==> config.mk <==
export PLATFORM = sky130hd
export DESIGN_NAME = tag_port_arbiter
export DESIGN_NICKNAME = d
export VERILOG_FILES = /design/src/rtl/tagarb_pkg.sv /design/src/rtl/tagarb_window.sv /design/src/rtl/tagarb_pick.sv /design/src/rtl/tag_port_arbiter.sv
export SDC_FILE = /design/constraint.sdc
export NUM_CORES = 1
export LEC_CHECK = 0
export ABC_AREA = 0
export BUFFER_PORTS_ARGS = -buffer_cell sky130_fd_sc_hd__buf_4
export CORE_AREA = 2 2 39 41
export DETAILED_ROUTE_END_ITERATION = 6
export DIE_AREA = 0 0 41 43
export HOLD_SLACK_MARGIN = 0.03
export PLACE_DENSITY_LB_ADDON = 0.25
export SLEW_MARGIN = 20
export SYNTH_ARGS = -nofsm -noshare
export SYNTH_HDL_FRONTEND = slang
export SYNTH_SLANG_ARGS = --single-unit
==> constraint.sdc <==
create_clock -name clk -period 1.85 [get_ports clk]
set_clock_uncertainty 0.2 [all_clocks]
set_input_delay 0.37 -clock clk [delete_from_list [all_inputs] [get_ports clk]]
set_output_delay 0.37 -clock clk [all_outputs]
set_load 0.01 [all_outputs]
==> src/rtl/tagarb_pkg.sv <==
// Package: shared constants and the busy-cause vector for the tag port arbiter.
// Assumes: every busy cause is a single-cycle qualified flag.
package tagarb_pkg;
    localparam int NUM_CAUSE = 7;

    typedef enum logic [2:0] {
        CAUSE_TAGWR  = 3'd0,
        CAUSE_BURST  = 3'd1,
        CAUSE_COMMIT = 3'd2,
        CAUSE_LAST   = 3'd3,
        CAUSE_CASTO  = 3'd4,
        CAUSE_EDGE   = 3'd5,
        CAUSE_FLUSH  = 3'd6
    } cause_e;

    typedef logic [NUM_CAUSE-1:0] cause_vec_t;
endpackage

==> src/rtl/tagarb_window.sv <==
// Module: tagarb_window
// Tracks the tag-busy windows that force a snoop to retry:
//   - the committed span of a line fill, from its first to its last acknowledge;
//   - the last-acknowledge collision cycle, selected by the retry mode;
//   - the single-cycle busy flags passed through from the inputs.
// Assumes: fill_ack_first precedes or coincides with fill_ack_last, and
// LAST_ACK_DELAY >= 1.
module tagarb_window
    import tagarb_pkg::*;
#(
    parameter int LAST_ACK_DELAY = 1
) (
    input  logic       clk,
    input  logic       rst_n,
    input  logic       tag_write,
    input  logic       burst_busy,
    input  logic       fill_ack_first,
    input  logic       fill_ack_last,
    input  logic       castout_hit,
    input  logic       op_edge,
    input  logic       flush_upd,
    input  logic       drtry_mode,
    output cause_vec_t cause,
    output logic       busy
);
    localparam int DW = LAST_ACK_DELAY;

    logic          committed;
    logic [DW-1:0] ack_dly;
    logic          last_hit;

    // Committed span: set after the first acknowledge, cleared after the last.
    always_ff @(posedge clk) begin
        if (!rst_n) committed <= 1'b0;
        else        committed <= (committed | fill_ack_first) & ~fill_ack_last;
    end

    // Delay line that carries the last acknowledge for delayed-retry mode.
    generate
        if (DW == 1) begin : g_dly1
            always_ff @(posedge clk) begin
                if (!rst_n) ack_dly <= '0;
                else        ack_dly <= fill_ack_last;
            end
        end else begin : g_dlyn
            always_ff @(posedge clk) begin
                if (!rst_n) ack_dly <= '0;
                else        ack_dly <= {ack_dly[DW-2:0], fill_ack_last};
            end
        end
    endgenerate

    // Pick the collision cycle according to the retry mode.
    always_comb last_hit = drtry_mode ? ack_dly[DW-1] : fill_ack_last;

    // Collect every busy cause into one vector.
    always_comb begin
        cause               = '0;
        cause[CAUSE_TAGWR]  = tag_write;
        cause[CAUSE_BURST]  = burst_busy;
        cause[CAUSE_COMMIT] = committed;
        cause[CAUSE_LAST]   = last_hit;
        cause[CAUSE_CASTO]  = castout_hit;
        cause[CAUSE_EDGE]   = op_edge;
        cause[CAUSE_FLUSH]  = flush_upd;
    end

    // Any cause makes the tags unavailable to a snoop.
    always_comb busy = |cause;
endmodule

==> src/rtl/tagarb_pick.sv <==
// Module: tagarb_pick
// Combinational grant logic. An unblocked snoop wins the tag port over a
// local access. A blocked snoop yields the port and is flagged for retry.
// Assumes: busy already folds in every tag-busy condition.
module tagarb_pick (
    input  logic loc_req,
    input  logic snp_req,
    input  logic busy,
    output logic snp_gnt,
    output logic loc_gnt,
    output logic loc_stall,
    output logic snp_refuse
);
    // Snoop first; the local access takes the port whenever the snoop does not.
    always_comb begin
        snp_gnt    = snp_req & ~busy;
        snp_refuse = snp_req & busy;
        loc_gnt    = loc_req & ~snp_gnt;
        loc_stall  = loc_req & snp_gnt;
    end
endmodule

==> src/rtl/tag_port_arbiter.sv <==
// Module: tag_port_arbiter (top)
// Arbitrates a single-ported tag array between snoop lookups and local
// load/store accesses. Grants are combinational. The retry request is
// registered so that it lines up with the snoop response window one cycle
// after the snoop.
// Assumes: the local requester holds loc_req while loc_stall is high.
module tag_port_arbiter
    import tagarb_pkg::*;
#(
    parameter int LAST_ACK_DELAY = 1
) (
    input  logic clk,
    input  logic rst_n,
    input  logic loc_req,
    input  logic snp_req,
    input  logic tag_write,
    input  logic burst_busy,
    input  logic fill_ack_first,
    input  logic fill_ack_last,
    input  logic castout_hit,
    input  logic op_edge,
    input  logic flush_upd,
    input  logic drtry_mode,
    output logic snp_gnt,
    output logic loc_gnt,
    output logic loc_stall,
    output logic snp_retry
);
    cause_vec_t cause;
    logic       busy;
    logic       snp_refuse;

    tagarb_window #(.LAST_ACK_DELAY(LAST_ACK_DELAY)) u_win (
        .clk(clk), .rst_n(rst_n),
        .tag_write(tag_write), .burst_busy(burst_busy),
        .fill_ack_first(fill_ack_first), .fill_ack_last(fill_ack_last),
        .castout_hit(castout_hit), .op_edge(op_edge), .flush_upd(flush_upd),
        .drtry_mode(drtry_mode), .cause(cause), .busy(busy)
    );

    tagarb_pick u_pick (
        .loc_req(loc_req), .snp_req(snp_req), .busy(busy),
        .snp_gnt(snp_gnt), .loc_gnt(loc_gnt), .loc_stall(loc_stall),
        .snp_refuse(snp_refuse)
    );

    // Register the refusal into the response-window retry request.
    always_ff @(posedge clk) begin
        if (!rst_n) snp_retry <= 1'b0;
        else        snp_retry <= snp_refuse;
    end
endmodule

# [Word-level counts from Yosys, hierarchy flattened]
# Index checks and enable logic that the tools add are counted.
[classes] mux=1 bitwise=9 reduce_logical=1
[op_table] cell="OR reduction 7 bit" count=1
[op_table] cell="AND 1 bit" count=5
[op_table] cell="inverter 1 bit" count=3
[op_table] cell="two-way mux 1 bit" count=1
[op_table] cell="bitwise OR 1 bit" count=1
[totals] ff_bits=3 inputBits=12 output_inout_bits=4

# [Depth between registers and ports, before layout]
# Gate-level depths: netlist (run 1).
[depth] ltp_word=6 depth_mapped=2

# [Cells and area by module]
# Synthesis (run 1) repeated with hierarchy kept, for this count alone.
[hier_totals] hier_cells=21 hier_area_um2=195.2
[modules_own_cells] mod="tagarb_window" instances=1 cells_each=15 area_per_inst_um2=136.4 seq_area_each_um2=40.0
[modules_own_cells] mod="tagarb_pick" instances=1 cells_each=4 area_per_inst_um2=32.5 seq_area_each_um2=0.0
[modules_own_cells] mod="tag_port_arbiter" instances=1 cells_each=2 area_per_inst_um2=26.3 seq_area_each_um2=20.0

# [Least setup slack after synthesis (run 1)]
# OpenSTA, ideal clock, no wires.
[synth_path] path_kind="input port to output port" start="in op_edge" end="out loc_stall" arrival_time_ns=1.361 t_required_ns=1.280 path_slack_ns=-0.081 cell_stages=2 path_buffers=0 path_cell_list="or4_4 -> nor4_1"
[synth_via] elab_chain_cells=4
[synth_rtl] element="start, declared" line_no="tag_port_arbiter.sv:21" text="input logic op_edge,"
[synth_rtl] element="OR reduction 7 bit" line_no="tagarb_window.sv:69" text="always_comb busy = |cause;"
[synth_rtl] element="inverter 1 bit" line_no="tagarb_pick.sv:16" text="snp_gnt = snp_req & ~busy;"
[synth_rtl] element="AND 1 bit" line_no="tagarb_pick.sv:16"
[synth_rtl] element="AND 1 bit" line_no="tagarb_pick.sv:19" text="loc_stall = loc_req & snp_gnt;"
[synth_rtl] element="end, declared" line_no="tag_port_arbiter.sv:26" text="output logic loc_stall,"
# No other way between the ends.

# [Final worst setup path (run 1)]
[layout_path] start="in tag_write" end="out loc_stall"
[layout_via] elab_chain_cells=4
[layout_rtl] element="start, declared" line_no="tag_port_arbiter.sv:16" text="input logic tag_write,"
[layout_rtl] element="OR reduction 7 bit" line_no="tagarb_window.sv:69"
[layout_rtl] element="inverter 1 bit" line_no="tagarb_pick.sv:16"
[layout_rtl] element="AND 1 bit" line_no="tagarb_pick.sv:16"
[layout_rtl] element="AND 1 bit" line_no="tagarb_pick.sv:19"
# No other way between the ends.

==> insert_results.sql, run 1 <==
INSERT INTO impl_metrics (metric_group, metric, value, unit) VALUES
('global_route', 'grt_pass1_wl', '917', 'µm'),
('clock_tree', 'htree_levels', '1', ''),
('layout', 'final.fill_count', '150', ''),
('logic_synthesis', 'yosys.cell_types.count', '13', ''),
('layout', 'num-nets-final', '50', ''),
('placed_design', 'dp.cells', '49', ''),
('sta', 'final.period_utilization', '109', '%'),
('power', 'report.power.total', '0.241', 'mW'),
('global_route', 'largest_net_degree_at_the_start_of_global_routing', '5', ''),
('detailed_routing', 'detail_route.wirelength', '548', 'µm'),
('global_route', 'grtUsageMet3', '1.57', '%'),
('clock_tree', 'cts_tree', 'yes', ''),
('floorplan', 'fp-row-count', '14', ''),
('clock_tree', 'clkLatencyLatePin', '0.24', 'ns'),
('sta', 'final.setup.tns', '-0.441', 'ns'),
('floorplan', 'total_die_area', '0.00176', 'mm²'),
('clock_tree', 'cts_root_buffer', 'sky130_fd_sc_hd__clkbuf_4', ''),
('global_route', 'global_route.peak_usage_layer', 'met2', ''),
('logic_synthesis', 'synthesis.area_per_instance', '10.0', 'µm²'),
('placed_design', 'io_buffer_count', '15', ''),
('floorplan', 'fp.dieW', '41', 'µm'),
('min_path', 'hold_path_class', 'input port to flip-flop', ''),
('worst_setup_path', 'crit_arrival', '1.45', 'ns'),
('global_route', 'grtUsageTotal', '8.24', '%'),
('sta', 'hold-worst-slack', '0.105', 'ns'),
('layout', 'layout-area-overhead-vs-synth', '148', '%'),
('global_route', 'grt_antenna_before_repair', '0', ''),
('logic_synthesis', 'synth.area.top_cells', 'sky130_fd_sc_hd__dfxtp_1 (40%), sky130_fd_sc_hd__mux2_2 (7.5%), sky130_fd_sc_hd__or4_4 (7.5%)', ''),
('worst_setup_path', 'reg2reg_from', 'u_win.committed', ''),
('detailed_routing', 'drt_drc_violations_left', '0', ''),
('logic_synthesis', 'synthesis.nets', '27', ''),
('clock_tree', 'cts_sinks', '3', ''),
('global_route', 'grt.overflow.total', '0', ''),
('worst_setup_path', 'kind_of_start_point_of_the_critical_path', 'input port', ''),
('layout', 'antenna_cells', '0', ''),
('layout', 'layout.cells.non_filler', '53', ''),
('clock_tree', 'clk_pin_slew', '0.04', 'ns'),
('sta', 'setup_repair_after_global_routing_missed_its_margin', 'yes', ''),
('power', 'power.leakage', '0.175', 'nW'),
('logic_synthesis', 'synth.ff_latch_count', '3', ''),
('global_route', 'grt.met1_usage', '9.03', '%'),
('sta', 'slew_headroom', '86.9', '%'),
('sta', 'post-route-worst-setup-slack', '-0.173', 'ns'),
('detailed_routing', 'vias_per_cell', '4.00', ''),
('job', 'drv_cap', '0', ''),
('power', 'max-vdd-ir-drop', '0.000114', 'V'),
('worst_setup_path', 'r2r.worst_path.cells', '3', ''),
('placed_design', 'place_worst_setup_slack', '-0.220', 'ns'),
('logic_synthesis', 'yosysSeqAreaShare', '40.0', '%'),
('logic_synthesis', 'synth_top_cell_area_share', '40.0', '%'),
('global_route', 'via_count_of_the_first_global_routing_pass', '252', ''),
('sta', 'report.final.setup_viol', '3', ''),
('clock_tree', 'cts_bufs_inserted', '3', ''),
('clock_tree', 'cts.hold.buffers_added', '0', ''),
('floorplan', 'initial_utilization', '10.8', '%'),
('floorplan', 'core-area', '0.00138', 'mm²'),
('sta', 'final_hold_viol_count', '0', ''),
('min_path', 'min_delay_path_depth', '2', ''),
('run_status', 'violated_checks', 'setup timing', ''),
('sta', 'max_freq', '494', 'MHz'),
('power', 'pwr_dens', '647', 'mW/mm²'),
('placed_design', 'detailed_place_hpwl', '455', 'µm'),
('floorplan', 'dieHeight', '43', 'µm'),
('detailed_routing', 'postRouteAntennaNets', '0', ''),
('sta', 'worstMarginPinSlew', '0.195', 'ns'),
('worst_setup_path', 'cp_data_required_time', '1.28', 'ns'),
('worst_setup_path', 'critPathKind', 'input port to primary output', ''),
('logic_synthesis', 'synthCells', '15', ''),
('worst_setup_path', 'type_of_element_capturing_the_critical_path', 'primary output', ''),
('worst_setup_path', 'crit_path_start', 'tag_write', ''),
('run_status', 'outcome', 'finished with violations', '');
==> path summary, 6_finish.rpt <==
check / slack, ns / endpoint
min: 0.10 / u_win.committed
min reg2reg: 0.43 / u_win.committed
max reg2reg: 0.56 / snp_retry
max: -0.17 / loc_stall
==> Yosys cell counts <==
| library cell | n |
|---|---|
| sky130_fd_sc_hd__inv_1 | 1 |
| sky130_fd_sc_hd__nor3b_1 | 1 |
| sky130_fd_sc_hd__o311a_1 | 1 |
| sky130_fd_sc_hd__o31a_2 | 1 |
| sky130_fd_sc_hd__or3b_2 | 1 |
| sky130_fd_sc_hd__or4_4 | 1 |
| sky130_fd_sc_hd__dfxtp_1 | 3 |
| sky130_fd_sc_hd__mux2_2 | 1 |
| sky130_fd_sc_hd__nor3_1 | 1 |
| sky130_fd_sc_hd__and2_1 | 1 |
| sky130_fd_sc_hd__nor2_1 | 1 |
| sky130_fd_sc_hd__nor4_1 | 1 |
| sky130_fd_sc_hd__or2_2 | 1 |
==> what timing repair did <==
item	4_1_cts	5_1_grt
endpoints found under the setup margin	3	3
pin swaps	2	2
buffers inserted	0	0
cloned	0	0
gates resized for setup	6	1
==> layout by cell type (no fill, tap or decap) <==
| master | n |
|---|---|
| sky130_fd_sc_hd__nor3_1 | 1 |
| sky130_fd_sc_hd__or3b_4 | 1 |
| sky130_fd_sc_hd__nor3b_1 | 1 |
| sky130_fd_sc_hd__o31a_4 | 1 |
| sky130_fd_sc_hd__mux2_2 | 1 |
| sky130_fd_sc_hd__o311a_1 | 1 |
| sky130_fd_sc_hd__and2_1 | 1 |
| sky130_fd_sc_hd__inv_1 | 1 |
| sky130_fd_sc_hd__dfxtp_1 | 2 |
| sky130_fd_sc_hd__clkbuf_1 | 1 |
| sky130_fd_sc_hd__dfxtp_2 | 1 |
| sky130_fd_sc_hd__buf_6 | 4 |
| sky130_fd_sc_hd__nor4_4 | 1 |
| sky130_fd_sc_hd__or4_4 | 1 |
| sky130_fd_sc_hd__or2_2 | 1 |
| sky130_fd_sc_hd__buf_4 | 14 |
| sky130_fd_sc_hd__clkbuf_4 | 3 |
| sky130_fd_sc_hd__nor2_1 | 1 |
==> critical path, cell delays in order <==
cell and delay, ns:
sky130_fd_sc_hd__buf_6 0.09, sky130_fd_sc_hd__or4_4 0.57, sky130_fd_sc_hd__nor4_4 0.27, sky130_fd_sc_hd__buf_4 0.16
==> sequential cells by signal, indices dropped and copies added (netlist names) <==
signal           cells
snp_retry            1
u_win.ack_dly        1
u_win.committed      1
==> metal layers <==
layer,vias up,share of wire [%]
met5,-,0
met1,91,39
met3,2,16
li1,101,-
met4,0,3.5
met2,18,42
==> area by class of cell <==
class | instances | area (µm²) | area share (%)
clock buffer | 4 | 26.3 | 7.05
multi-input combinational | 11 | 111 | 29.9
inverter | 1 | 3.75 | 1.01
timing repair buffer | 18 | 150 | 40.3
sequential | 3 | 61.3 | 16.4
tap | 16 | 20.0 | 5.37
==> metrics by stage <==
step,utilization (%),instance area [µm²]
after floorplan,-,164
after global placement,23.1,319
after detailed placement,23.1,319
after CTS,26.9,372
after global routing,26.9,373
final,26.9,373
==> logic make-up after synthesis <==
family                 synth area share [%]
buffers and inverters                  2.50
AND/OR/NAND/NOR                        36.7
AO/OA/AOI/OAI                          13.3
multiplexers                           7.50
flip-flops                             40.0
==> where the power goes <==
group          switching [mW]  internal (mW)
Clock                  0.0384         0.0811
Combinational          0.0175         0.0344
Sequential            0.00126         0.0687
Note: power is estimated with default switching activity, not from simulation.
==> run 2, diff against run 1 <==
Settings changed: CELL_PAD_IN_SITES_DETAIL_PLACEMENT set to 1, CELL_PAD_IN_SITES_GLOBAL_PLACEMENT set to 1.
==> run 2 against run 1 <==
Effect of this change:
- register-to-register slack got worse by 0.02 ns
- the flow still finishes with violations (setup timing)
- clock power fell by 7%
- critical path type unchanged
- combinational power rose by 2%
==> insert_results.sql, run 2 (same netlist as run 1, synthesis figures left out) <==
INSERT INTO impl_metrics (metric_group, metric, value, unit) VALUES
('run_status', 'outcome', 'finished with violations', ''),
('run_status', 'violated_checks', 'setup timing', ''),
('worst_setup_path', 'reg2reg_from', 'u_win.committed', ''),
('sta', 'final.period_utilization', '109', '%'),
('global_route', 'largest_net_degree_at_the_start_of_global_routing', '5', ''),
('worst_setup_path', 'critical_path.cell_chain', 'buf_6 > or4_4 > o31a_4 > buf_6', ''),
('sta', 'slew_headroom', '87.9', '%'),
('global_route', 'gr-usage-met2', '12.5', '%'),
('power', 'pwr_dens', '629', 'mW/mm²'),
('worst_setup_path', 'crit_path_start', 'op_edge', ''),
('sta', 'finalWorstPathRequiredPeriod', '2.01', 'ns'),
('worst_setup_path', 'critPathKind', 'input port to primary output', ''),
('sta', 'max_freq', '497', 'MHz'),
('clock_tree', 'cts_sinks', '3', ''),
('placed_design', 'io_buffer_count', '15', ''),
('layout', 'layout.cells.most_common', 'sky130_fd_sc_hd__buf_4', ''),
('detailed_routing', 'drt-wirelength-per-cell', '11.0', 'µm'),
('global_route', 'grtUsageMet3', '2.09', '%'),
('power', 'max-vdd-ir-drop', '0.000124', 'V'),
('sta', 'worstMarginPinSlew', '0.179', 'ns'),
('sta', 'hold-worst-slack', '0.115', 'ns'),
('floorplan', 'io_pins', '16', ''),
('detailed_routing', 'detail_route.wirelength', '582', 'µm'),
('floorplan', 'initial_utilization', '10.8', '%'),
('clock_tree', 'cts_bufs_inserted', '3', ''),
('min_path', 'holdCritStartpoint', 'fill_ack_last', ''),
('clock_tree', 'clkLatencyLatePin', '0.23', 'ns'),
('global_route', 'grt.overflow.total', '0', ''),
('layout', 'layout.cells.non_filler', '53', ''),
('sta', 'timing_max_transition_violations_final', '0', ''),
('detailed_routing', 'drtPass1Iterations', '1', ''),
('global_route', 'via_count_of_the_first_global_routing_pass', '232', ''),
('worst_setup_path', 'crit_arrival', '1.44', 'ns'),
('worst_setup_path', 'critical_path.max_fanout', '4', ''),
('floorplan', 'core-area', '0.00138', 'mm²'),
('worst_setup_path', 'cp_data_required_time', '1.28', 'ns'),
('global_route', 'grtUsageTotal', '8.42', '%'),
('placed_design', 'place_congestion', '0.653', ''),
('worst_setup_path', 'critical-path-top-cell-by-count', 'sky130_fd_sc_hd__buf_6', ''),
('job', 'drv_cap', '0', ''),
('layout', 'mostFrequentLayoutCells', 'sky130_fd_sc_hd__buf_4 (14), sky130_fd_sc_hd__buf_6 (4), sky130_fd_sc_hd__clkbuf_4 (3), sky130_fd_sc_hd__dfxtp_1 (2)', ''),
('min_path', 'hold_path_class', 'input port to flip-flop', ''),
('global_route', 'grt.met1_usage', '8.95', '%'),
('clock_tree', 'cts.hold.buffers_added', '0', ''),
('worst_setup_path', 'worst_path_slowest_cell', 'sky130_fd_sc_hd__or4_4', ''),
('detailed_routing', 'drt_drc_violations_left', '0', ''),
('floorplan', 'dieHeight', '43', 'µm'),
('global_route', 'global_route.peak_usage_layer', 'met2', ''),
('clock_tree', 'clk_pin_slew', '0.03', 'ns'),
('sta', 'final_hold_viol_count', '0', ''),
('worst_setup_path', 'kind_of_start_point_of_the_critical_path', 'input port', ''),
('detailed_routing', 'postRouteAntennaNets', '0', ''),
('clock_tree', 'clk_path_buf_depth', '2', ''),
('sta', 'report.final.setup_viol', '3', ''),
('global_route', 'grt_pass1_wl', '966', 'µm'),
('worst_setup_path', 'timing.critical_path.slowest_cell_delay', '0.57', 'ns'),
('clock_tree', 'cts_tree', 'yes', ''),
('detailed_routing', 'drt_iter0_markers', '0', ''),
('layout', 'antenna_cells', '0', ''),
('clock_tree', 'htree_levels', '1', ''),
('layout', 'layout_cells_sized_above_1', '75.7', '%'),
('clock_tree', 'cts_root_buffer', 'sky130_fd_sc_hd__clkbuf_4', ''),
('floorplan', 'total_die_area', '0.00176', 'mm²'),
('placed_design', 'dp.cells', '49', ''),
('layout', 'layout-area-overhead-vs-synth', '148', '%'),
('power', 'power.leakage', '0.175', 'nW'),
('sta', 'setup_repair_after_global_routing_missed_its_margin', 'yes', ''),
('sta', 'post-route-worst-setup-slack', '-0.161', 'ns'),
('global_route', 'grt_antenna_before_repair', '0', ''),
('floorplan', 'fp-row-count', '14', ''),
('placed_design', 'detailed_place_hpwl', '473', 'µm'),
('worst_setup_path', 'type_of_element_capturing_the_critical_path', 'primary output', ''),
('layout', 'largestRegisters', 'snp_retry (1), u_win.ack_dly (1), u_win.committed (1)', ''),
('detailed_routing', 'vias_per_cell', '3.92', ''),
('floorplan', 'fp.dieW', '41', 'µm'),
('layout', 'num-nets-final', '50', ''),
('detailed_routing', 'dr_total_vias', '208', '');
-- run 2: repair_timing --
item,in CTS,in global routing
setup buffers,0,0
endpoints found under the setup margin,3,3
gates resized for setup,3,4
pin swaps,2,3
-- run 2: per-stage QoR --
stage | setup WS, ns | total power, mW | TNS [ns] | instance area (µm²) | util (%)
finish | -0.161 | 0.235 | -0.433 | 373 | 26.9
global route | -0.197 | 0.252 | -0.575 | 373 | 26.9
CTS | -0.188 | 0.240 | -0.492 | 355 | 25.7
detailed placement | -0.196 | 0.118 | -0.513 | 319 | 23.1
global placement | -0.174 | 0.116 | -0.485 | 319 | 23.1
floorplan | 0.00605 | 0.0865 | 0 | 164 | -
-- run 2: final cells by class --
| class | count | area, µm² |
|---|---|---|
| clock buffer | 4 | 26.3 |
| fill | 171 | 1010 |
| inverter | 1 | 3.75 |
| multi-input combinational | 11 | 111 |
| sequential | 3 | 61.3 |
| tap | 16 | 20.0 |
| timing repair buffer | 18 | 150 |
-- run 2: critical path: cells and delay by family --
family | cells | cell delay [ns]
simple gates | 1 | 0.57
compound gates | 1 | 0.30
buf+inv | 2 | 0.21
-- run 2: metal layers --
metal	vias up	wire length [µm]
li1	100	-
met1	92	199
met2	16	284
met3	0	99
met4	0	0
met5	-	0
-- run 2: final timing paths --
check,to,slack [ns],cells after the start
max,loc_gnt,-0.16,4
max reg2reg,snp_retry,0.54,3
min,u_win.committed,0.12,2
min reg2reg,u_win.committed,0.46,3
-- run 2: power breakdown --
part	internal (mW)	switching [mW]
clock network	0.0806	0.0309
logic	0.0344	0.0184
registers	0.0688	0.00142
==> run 3, diff against run 2 <==
Settings changed: PLACE_DENSITY set to 0.53, PLACE_DENSITY_LB_ADDON 0.25 to not set.
==> run 3 against run 2 <==
Effect of this change:
- the flow still finishes with violations (setup timing)
- fmax up 0.14%
- clock-buffer cell count unchanged
- clock power up 4%
- sequential share of layout area up 0.22 points
- design area down 3.4%
- worst hold slack better by 0.0052 ns
- critical endpoint unchanged
- largest cell class unchanged
- highest routed layer unchanged
==> insert_results.sql, run 3 (same netlist as run 1, synthesis figures left out) <==
INSERT INTO impl_metrics (metric_group, metric, value, unit) VALUES
('run_status', 'outcome', 'finished with violations', ''),
('run_status', 'violated_checks', 'setup timing', ''),
('layout', 'fin_area', '360', 'µm²'),
('sta', 'report.final.setup_viol', '3', ''),
('power', 'max-vdd-ir-drop', '0.000138', 'V'),
('placed_design', 'place_congestion', '0.603', ''),
('global_route', 'largest_net_degree_at_the_start_of_global_routing', '5', ''),
('worst_setup_path', 'r2r.worst_path.cells', '2', ''),
('placed_design', 'place_worst_setup_slack', '-0.187', 'ns'),
('clock_tree', 'cts_tree', 'yes', ''),
('layout', 'final.fill_count', '168', ''),
('detailed_routing', 'dr_total_vias', '206', ''),
('detailed_routing', 'drtPass1Iterations', '4', ''),
('sta', 'post-route-worst-setup-slack', '-0.158', 'ns'),
('sta', 'slew_headroom', '87.6', '%'),
('worst_setup_path', 'kind_of_start_point_of_the_critical_path', 'input port', ''),
('layout', 'num-nets-final', '49', ''),
('worst_setup_path', 'cp_data_required_time', '1.28', 'ns'),
('floorplan', 'core-area', '0.00138', 'mm²'),
('worst_setup_path', 'type_of_element_capturing_the_critical_path', 'primary output', ''),
('clock_tree', 'cts_root_buffer', 'sky130_fd_sc_hd__clkbuf_4', ''),
('layout', 'layout-area-overhead-vs-synth', '140', '%'),
('global_route', 'via_count_of_the_first_global_routing_pass', '210', ''),
('placed_design', 'io_buffer_count', '15', ''),
('sta', 'finalWorstPathRequiredPeriod', '2.01', 'ns'),
('layout', 'layout.cells.most_common', 'sky130_fd_sc_hd__buf_4', ''),
('sta', 'final.period_utilization', '109', '%'),
('worst_setup_path', 'critPathKind', 'input port to primary output', ''),
('sta', 'final_hold_viol_count', '0', ''),
('clock_tree', 'clk_path_buf_depth', '2', ''),
('floorplan', 'io_pins', '16', ''),
('global_route', 'grt_pass1_wl', '786', 'µm'),
('layout', 'layout_cells_sized_above_1', '72.2', '%'),
('detailed_routing', 'postRouteAntennaNets', '0', ''),
('detailed_routing', 'drt_drc_violations_left', '0', ''),
('detailed_routing', 'drt_iter0_markers', '2', ''),
('global_route', 'grtUsageTotal', '7.31', '%'),
('worst_setup_path', 'reg2reg_from', 'u_win.ack_dly', ''),
('detailed_routing', 'drt-wirelength-per-cell', '10.5', 'µm'),
('power', 'pwr_dens', '648', 'mW/mm²'),
('clock_tree', 'cts.hold.buffers_added', '0', ''),
('min_path', 'hold_path_class', 'input port to flip-flop', ''),
('placed_design', 'placed_cell_area', '312', 'µm²'),
('layout', 'final-seq-area', '60.1', 'µm²'),
('worst_setup_path', 'crit_arrival', '1.44', 'ns'),
('clock_tree', 'cts_bufs_inserted', '3', ''),
('sta', 'worstMarginPinSlew', '0.185', 'ns'),
('worst_setup_path', 'critical_path.max_fanout', '4', ''),
('clock_tree', 'htree_levels', '1', ''),
('global_route', 'grt_antenna_before_repair', '0', ''),
('layout', 'multiInputGateArea', '111', 'µm²'),
('min_path', 'endpoint_with_the_worst_hold_slack', 'u_win.committed', ''),
('floorplan', 'fp.dieW', '41', 'µm'),
('clock_tree', 'cts_sinks', '3', ''),
('worst_setup_path', 'worst_r2r_endpoint', 'snp_retry', ''),
('sta', 'max_freq', '498', 'MHz'),
('global_route', 'grt.overflow.total', '0', ''),
('power', 'power.leakage', '0.167', 'nW'),
('min_path', 'min_delay_path_depth', '2', ''),
('layout', 'antenna_cells', '0', ''),
('sta', 'setup_repair_after_global_routing_missed_its_margin', 'yes', ''),
('detailed_routing', 'vias_per_cell', '3.96', ''),
('job', 'drv_cap', '0', ''),
('floorplan', 'total_die_area', '0.00176', 'mm²'),
('floorplan', 'dieHeight', '43', 'µm'),
('clock_tree', 'clkLatencyLatePin', '0.23', 'ns'),
('sta', 'timing_max_transition_violations_final', '0', ''),
('clock_tree', 'clk_pin_slew', '0.04', 'ns'),
('sta', 'hold-worst-slack', '0.121', 'ns'),
('min_path', 'holdCritStartpoint', 'fill_ack_last', ''),
('floorplan', 'fp-row-count', '14', ''),
('worst_setup_path', 'setup.reg_to_reg.worst_slack', '0.60', 'ns'),
('floorplan', 'initial_utilization', '10.8', '%'),
('layout', 'mostFrequentLayoutCells', 'sky130_fd_sc_hd__buf_4 (14), sky130_fd_sc_hd__clkbuf_4 (3), sky130_fd_sc_hd__buf_6 (3), sky130_fd_sc_hd__dfxtp_1 (3)', ''),
('layout', 'largestRegisters', 'snp_retry (1), u_win.ack_dly (1), u_win.committed (1)', ''),
('detailed_routing', 'detail_route.wirelength', '547', 'µm');
run 3: cell count changes in the layout (fill, tap and decap cells not counted):
cell and change:
sky130_fd_sc_hd__dfxtp_1 +1, sky130_fd_sc_hd__buf_6 -1, sky130_fd_sc_hd__dfxtp_2 -1
run 3: worst max-delay path by stage:
stage                          from         to  slack (ns)  cells past startpoint
after floorplan             op_edge  loc_stall       0.006                      2
after global placement    flush_upd    loc_gnt       -0.18                      4
after detailed placement    op_edge    loc_gnt       -0.19                      4
after CTS                 tag_write  loc_stall       -0.16                      4
after global routing      tag_write  loc_stall       -0.19                      4
final                     tag_write    loc_gnt       -0.16                      4
run 3: report_power, final:
| part | internal, mW | leakage (nW) | switching, mW | total [mW] |
|---|---|---|---|---|
| sequential | 0.0685 | 0.0249 | 0.00118 | 0.0697 |
| clock | 0.0808 | 0.0150 | 0.0339 | 0.115 |
| combinational | 0.0319 | 0.127 | 0.0172 | 0.0490 |
| total | 0.181 | 0.167 | 0.0523 | 0.233 |
run 3: final cells by class:
type / instances / share of cell area [%]
inverter: 1 / 1.04
clock buffer: 4 / 7.29
sequential: 3 / 16.7
tap: 16 / 5.56
timing repair buffer: 17 / 38.5
multi-input combinational: 11 / 30.9
run 3: timing repair:
item | 4_1_cts | 5_1_grt
endpoints found under the hold margin | 0 | 0
pin swaps | 1 | 0
resized for setup | 4 | 1
setup buffers | 0 | 0
endpoints found under the setup margin | 3 | 3
run 3: per-layer routing:
metal	vias up	wire length (µm)	global-route usage (%)
met4	0	0	8.00
li1	100	-	-
met1	90	199	7.03
met2	16	265	10.9
met3	0	81	2.09
met5	-	0	0
run 3: critical path, stage by stage:
cell and delay (ns):
sky130_fd_sc_hd__buf_6 0.09, sky130_fd_sc_hd__or4_4 0.57, sky130_fd_sc_hd__o31a_4 0.30, sky130_fd_sc_hd__buf_6 0.12
run 3: metrics by stage:
stage               total power [mW]  utilization (%)  TNS, ns  cells
floorplan                     0.0865                -        0     15
global placement               0.113             22.5   -0.489     48
CTS                            0.242             25.4   -0.436     52
detailed placement             0.115             22.5   -0.507     48
finish                         0.233             26.0   -0.440     52
global route                   0.251             26.0   -0.535     52
